<file path="src/rtl/link_bringup_seq.sv">
module link_bringup_seq #(
  parameter int TICK_CYC    = 100,
  parameter int PWRUP_US    = 10,
  parameter int SETTLE_US   = 200,
  parameter int EP_PULSE_US = 100,
  parameter int LOCK_GAP_US = 50,
  parameter int LOCK_TRIES  = 2000,
  parameter int SWRST_US    = 200,
  parameter bit HAS_LOCK    = 1'b1
) (
  input  logic clk,
  input  logic rst_n,
  input  logic start_i,
  input  logic shutdown_i,
  input  logic ep_rst_pol_i,
  input  logic pll_locked_i,
  output logic phy_pd_o,
  output logic refclk_en_o,
  output logic ep_rst_o,
  output logic phy_rst_o,
  output logic ctrl_rst_o,
  output logic busy_o,
  output logic done_o,
  output logic timeout_o
);
  localparam int M1    = PWRUP_US > SETTLE_US ? PWRUP_US : SETTLE_US;
  localparam int M2    = EP_PULSE_US > LOCK_GAP_US ? EP_PULSE_US : LOCK_GAP_US;
  localparam int M3    = M1 > M2 ? M1 : M2;
  localparam int MAXUS = M3 > SWRST_US ? M3 : SWRST_US;
  localparam int US_W  = $clog2(MAXUS + 1);
  localparam int PRE_W = TICK_CYC > 1 ? $clog2(TICK_CYC) : 1;
  localparam int TRY_W = LOCK_TRIES > 1 ? $clog2(LOCK_TRIES) : 1;

  typedef enum logic [2:0] {S_IDLE, S_PWR, S_SETTLE, S_PULSE, S_POLL, S_RUN, S_FAIL} st_t;

  st_t              st;
  logic [PRE_W-1:0] pre;
  logic [US_W-1:0]  us, win;
  logic [TRY_W-1:0] tries;
  logic             ep_asrt, tick, win_end;

  assign busy_o  = (st == S_PWR) || (st == S_SETTLE) || (st == S_PULSE) || (st == S_POLL);
  assign tick    = pre == PRE_W'(TICK_CYC - 1);
  assign win_end = busy_o && tick && (us == win - 1'b1);
  assign ep_rst_o = ep_asrt ? ep_rst_pol_i : ~ep_rst_pol_i;

  always_comb begin
    case (st)
      S_PWR:    win = US_W'(PWRUP_US);
      S_SETTLE: win = US_W'(SETTLE_US);
      S_PULSE:  win = US_W'(EP_PULSE_US);
      S_POLL:   win = HAS_LOCK ? US_W'(LOCK_GAP_US) : US_W'(SWRST_US);
      default:  win = US_W'(1);
    endcase
  end

  always_ff @(posedge clk or negedge rst_n) begin
    if (!rst_n) begin
      st <= S_IDLE; pre <= '0; us <= '0; tries <= '0;
      phy_pd_o <= 1'b1; refclk_en_o <= 1'b0; ep_asrt <= 1'b1;
      phy_rst_o <= 1'b1; ctrl_rst_o <= 1'b1; done_o <= 1'b0; timeout_o <= 1'b0;
    end else if (shutdown_i) begin
      st <= S_IDLE; pre <= '0; us <= '0; tries <= '0;
      phy_pd_o <= 1'b1; refclk_en_o <= 1'b0; ep_asrt <= 1'b1;
      phy_rst_o <= 1'b1; ctrl_rst_o <= 1'b1; done_o <= 1'b0; timeout_o <= 1'b0;
    end else begin
      done_o <= 1'b0;
      if (win_end || !busy_o) begin
        pre <= '0; us <= '0;
      end else begin
        pre <= tick ? '0 : pre + 1'b1;
        if (tick) us <= us + 1'b1;
      end
      case (st)
        S_PWR: if (win_end) begin
          refclk_en_o <= 1'b1; st <= S_SETTLE;
        end
        S_SETTLE: if (win_end) st <= S_PULSE;
        S_PULSE: if (win_end) begin
          ep_asrt <= 1'b0; phy_rst_o <= 1'b0; tries <= '0; st <= S_POLL;
        end
        S_POLL: if (win_end) begin
          if (!HAS_LOCK || pll_locked_i) begin
            ctrl_rst_o <= 1'b0; done_o <= 1'b1; st <= S_RUN;
          end else if (tries == TRY_W'(LOCK_TRIES - 1)) begin
            timeout_o <= 1'b1; st <= S_FAIL;
          end else begin
            tries <= tries + 1'b1;
          end
        end
        default: if (start_i) begin
          st <= S_PWR; phy_pd_o <= 1'b0; refclk_en_o <= 1'b0; ep_asrt <= 1'b1;
          phy_rst_o <= 1'b1; ctrl_rst_o <= 1'b1; timeout_o <= 1'b0;
        end
      endcase
    end
  end
endmodule


</file>
<file path="config.mk">
export PLATFORM = sky130hd
export DESIGN_NAME = link_bringup_seq
export DESIGN_NICKNAME = d
export VERILOG_FILES = /design/src/rtl/link_bringup_seq.sv
export SDC_FILE = /design/constraint.sdc
export NUM_CORES = 1
export LEC_CHECK = 0
export ABC_AREA = 0
export BUFFER_PORTS_ARGS = -buffer_cell sky130_fd_sc_hd__buf_2
export CELL_PAD_IN_SITES_DETAIL_PLACEMENT = 1
export CELL_PAD_IN_SITES_GLOBAL_PLACEMENT = 1
export CORE_ASPECT_RATIO = 0.7
export CORE_MARGIN = 1.5
export CORE_UTILIZATION = 45
export DETAILED_ROUTE_END_ITERATION = 7
export GPL_ROUTABILITY_DRIVEN = 1
export GPL_TIMING_DRIVEN = 0
export PLACE_DENSITY_LB_ADDON = 0.1
export SKIP_LAST_GASP = 1
export SLEW_MARGIN = 20
export SYNTH_ARGS = -nofsm -noshare
export SYNTH_HDL_FRONTEND = slang
export SYNTH_SLANG_ARGS = --single-unit
</file>
<file path="constraint.sdc">
create_clock -name clk -period 2.8 [get_ports clk]
set_input_delay 0.56 -clock clk [delete_from_list [all_inputs] [get_ports clk]]
set_output_delay 0.56 -clock clk [all_outputs]
set_load 0.03 [all_outputs]
</file>
==> summary.md <==
| Metric | Value |
|---|---|
| Fin crit share | 92.5% |
| Max cap viols | 0 |
| CP Class | reg2out |
| Largest area contributor in the netlist | dfrtp_1 |
| Status | finished, final reports clean |
| GPL Wtd Cong | 0.824 |
| Post-layout min period | 2.59 ns |
| Die W | between 80 and 90 um |
| Layout area overhead | 11.5% |
| GRT Overall Usage | 22.2% |
| Post-CTS setup buffers | 0 |
| Yosys reg bits | 35 |
| Vias per cell | 5.72 |
| Highest Clock Rate | just under 0.4 GHz |
| Warnings, synthesis | 0 |
| Slew HR | 46.7% |
| Diodes inserted | 0 |
| DRT Pass-1 Iters | 4 |
| Drt drc | 0 |
| Worst path required time | approximately 2.2 ns |
| Clk buf depth | 2 |
| Synth Net Count | roughly 250 |
| First-pass GRT wire length | 8590 um |
| Pre-CTS setup slack | 0.187 ns |
| Worst Setup SP | st[2] |
| Area contributors post-synth | dfrtp_1 39%, nor2_1 6.8%, nand3_1 4.4% |
| TritonCTS Buffers | 5 |
| Mapped Area | around 2000 um^2 |
| Die H | 59.4 um |
| CTS tree | yes |
| Highest-delay cell along the critical path | xor2_1 |
| Placement row count | 20 |
| CP bufs+invs | 4 |
| Final wirelength | 5120 um |
| Number of antenna violations at the first check in global routing | 0 |
| Largest stage delay, worst path | 0.47 ns |
| Core ar. | 4350 um^2 |
| Worst hold path type | in2async |
| Routed via count | 1779 |
| CP startpoint kind | register |
| Post-Syn Area per Cell | 8.68 um^2 |
| Worst Skew | 0.00424 ns |
| Fin. max-slew vios | 0 |
| Design Power | 1.39 mW |
| 1st-iter DRT viols | 60 |
| # setup viols final | 0 |
| Max VDD drop | 365 uV |
| Clk pin slew, worst setup/hold paths | 0.07 ns |
| Crit path capture type | output port |
| Io pins | 14 |
| Ys async rst share | 100% |
| Largest net degree at the start of global routing | 36 |
| Min setup slack post-route | 0.211 ns |
| Avg WL per Cell | 16.5 um |
| Crit path cell chain | buf_2 -> clkbuf_1 -> xor2_1 -> inv_1 -> buf_2 |
| Antenna-violating nets left | 0 |
| Final core utilization | 52.4% |
| Overflow after GRT | 0 |
| Starting Density | 47.0% |
| Vias in the first global route | 1730 |
| Cells after synthesis | 236 |
| Final hold violations | 0 |
| Clock sinks | 35 |
| Worst Tran Pin Value | 0.799 ns |
| CP top delay family | buffers and inverters |
| Most used cell, CP | buf_2 |
| Hold buffer count at cts | 0 |
| H-Tree Depth | 2 |
| Worst r2r src | st[0] |
| RSZ-0062 raised after global routing | false |
| Final nets | 264 |
| Most common cell after layout, fill and taps aside | nor2_1 |
| Pwr/cell area | 611 nW/um^2 |
| Skew-Pair Late Insertion Delay | 0.29 ns |
| Hpwl dp | approximately 3600 um |
| Synth top area share | 39.1% |
| Sequential-to-total area share from yosys stat | 42.9% |
| Cell variety after synth | 44 |
| Post-synth top flop | dfrtp_1 |
| Commonest cells after routing, fill and taps aside | 37 x nor2_1, 32 x dfrtp_1, 18 x nand3_1, 17 x nand2_1, 15 x buf_2 |
| Port bufs | 12 |
| Total Neg Setup Slack | 0 ns |
| FILL cells | 549 |
| Share of layout cells above drive strength 1 | between 10 and 15% |
| Crit-path max FO | 10 |
| Post-cts resize count | 0 |
| Post-synth EDFFs | 0 |
| Crit path DAT | between 2 and 2.5 ns |
| Die area | 4970 um^2 |
| Pleak | 0.974 nW |
| Root buffer cell | clkbuf_8 |
[sequential cells by signal (all words and copies together) (netlist names)]
signal and flops:
ctrl_rst_o 1, tries 11, refclk_en_o 1, pre 7, timeout_o 1, ep_asrt 1, st 3, phy_pd_o 1
done_o 1, us 8
[area by class of cell]
cell class                      count  area, um^2  area share [%]
Inverter                            6        22.5           0.986
Sequential cell                    35         880            38.5
Clock buffer                        8         100            4.38
Multi-Input combinational cell    181        1070            47.0
Buffer                             14        78.8            3.45
Tap cell                           55        68.8            3.01
Timing Repair Buffer               12        60.1            2.63
[per-stage QoR]
stage | hold slack, ns | area [um^2] | cells
finish | 0.351 | 2280 | 311
global route | 0.421 | 2280 | 311
CTS | 0.379 | 2280 | 311
detailed placement | 0.452 | 2180 | 303
global placement | 0.440 | 2180 | 303
floorplan | 0.264 | 2050 | 236
[metal layers]
metal | vias up | wire length, um | GRT usage [%]
met1 | 874 | 2620 | 29.9
met3 | 5 | 162 | 5.85
met5 | - | 0 | 0
met4 | 0 | 43 | 6.79
met2 | 30 | 2290 | 35.6
li1 | 870 | - | -
[cells by family after synthesis]
kind of cell	after synthesis	share of synthesized area, %
simple gates	114	28.7
buf+inv	20	4.95
compound gates	49	15.2
xor+xnor	15	6.41
flops	35	42.9
fa+ha+maj	3	1.83
[Yosys cell counts (2+ instances only)]
cell type / number
o21ai_1: 12
and3b_1: 2
ha_1: 3
a32oi_1: 3
a21oi_1: 4
or3_1: 4
nand3_1: 18
nor3b_1: 2
nand2b_1: 2
nor2b_1: 3
o21ai_0: 11
nor3_1: 7
and3_1: 9
o31ai_1: 5
nor2_1: 37
xnor2_1: 6
clkbuf_1: 6
inv_1: 6
dfstp_2: 3
buf_2: 3
nand4_1: 2
nand2_1: 17
nor4b_1: 3
buf_6: 3
buf_1: 2
dfrtp_1: 32
xor2_1: 9
o2bb2ai_1: 2
a31oi_1: 5
[path summary, 6_finish.rpt]
path,endpoint,slack [ns],depth (start not counted)
worst max-delay path,busy_o,0.21,5
min in group clk,pre[0],0.46,1
worst min-delay path,st[2],0.35,1
worst min register to register,pre[0],0.46,1
worst max register to register,tries[8],0.27,8
max in group asynchronous,tries[9],1.94,1
[power breakdown]
| part | switching [mW] | internal [mW] | leakage [nW] |
|---|---|---|---|
| Clock | 0.187 | 0.225 | 0.0515 |
| Sequential | 0.0117 | 0.532 | 0.477 |
| Combinational | 0.293 | 0.146 | 0.446 |
| Total | 0.491 | 0.903 | 0.974 |
Note: power is estimated with default switching activity, not from simulation.
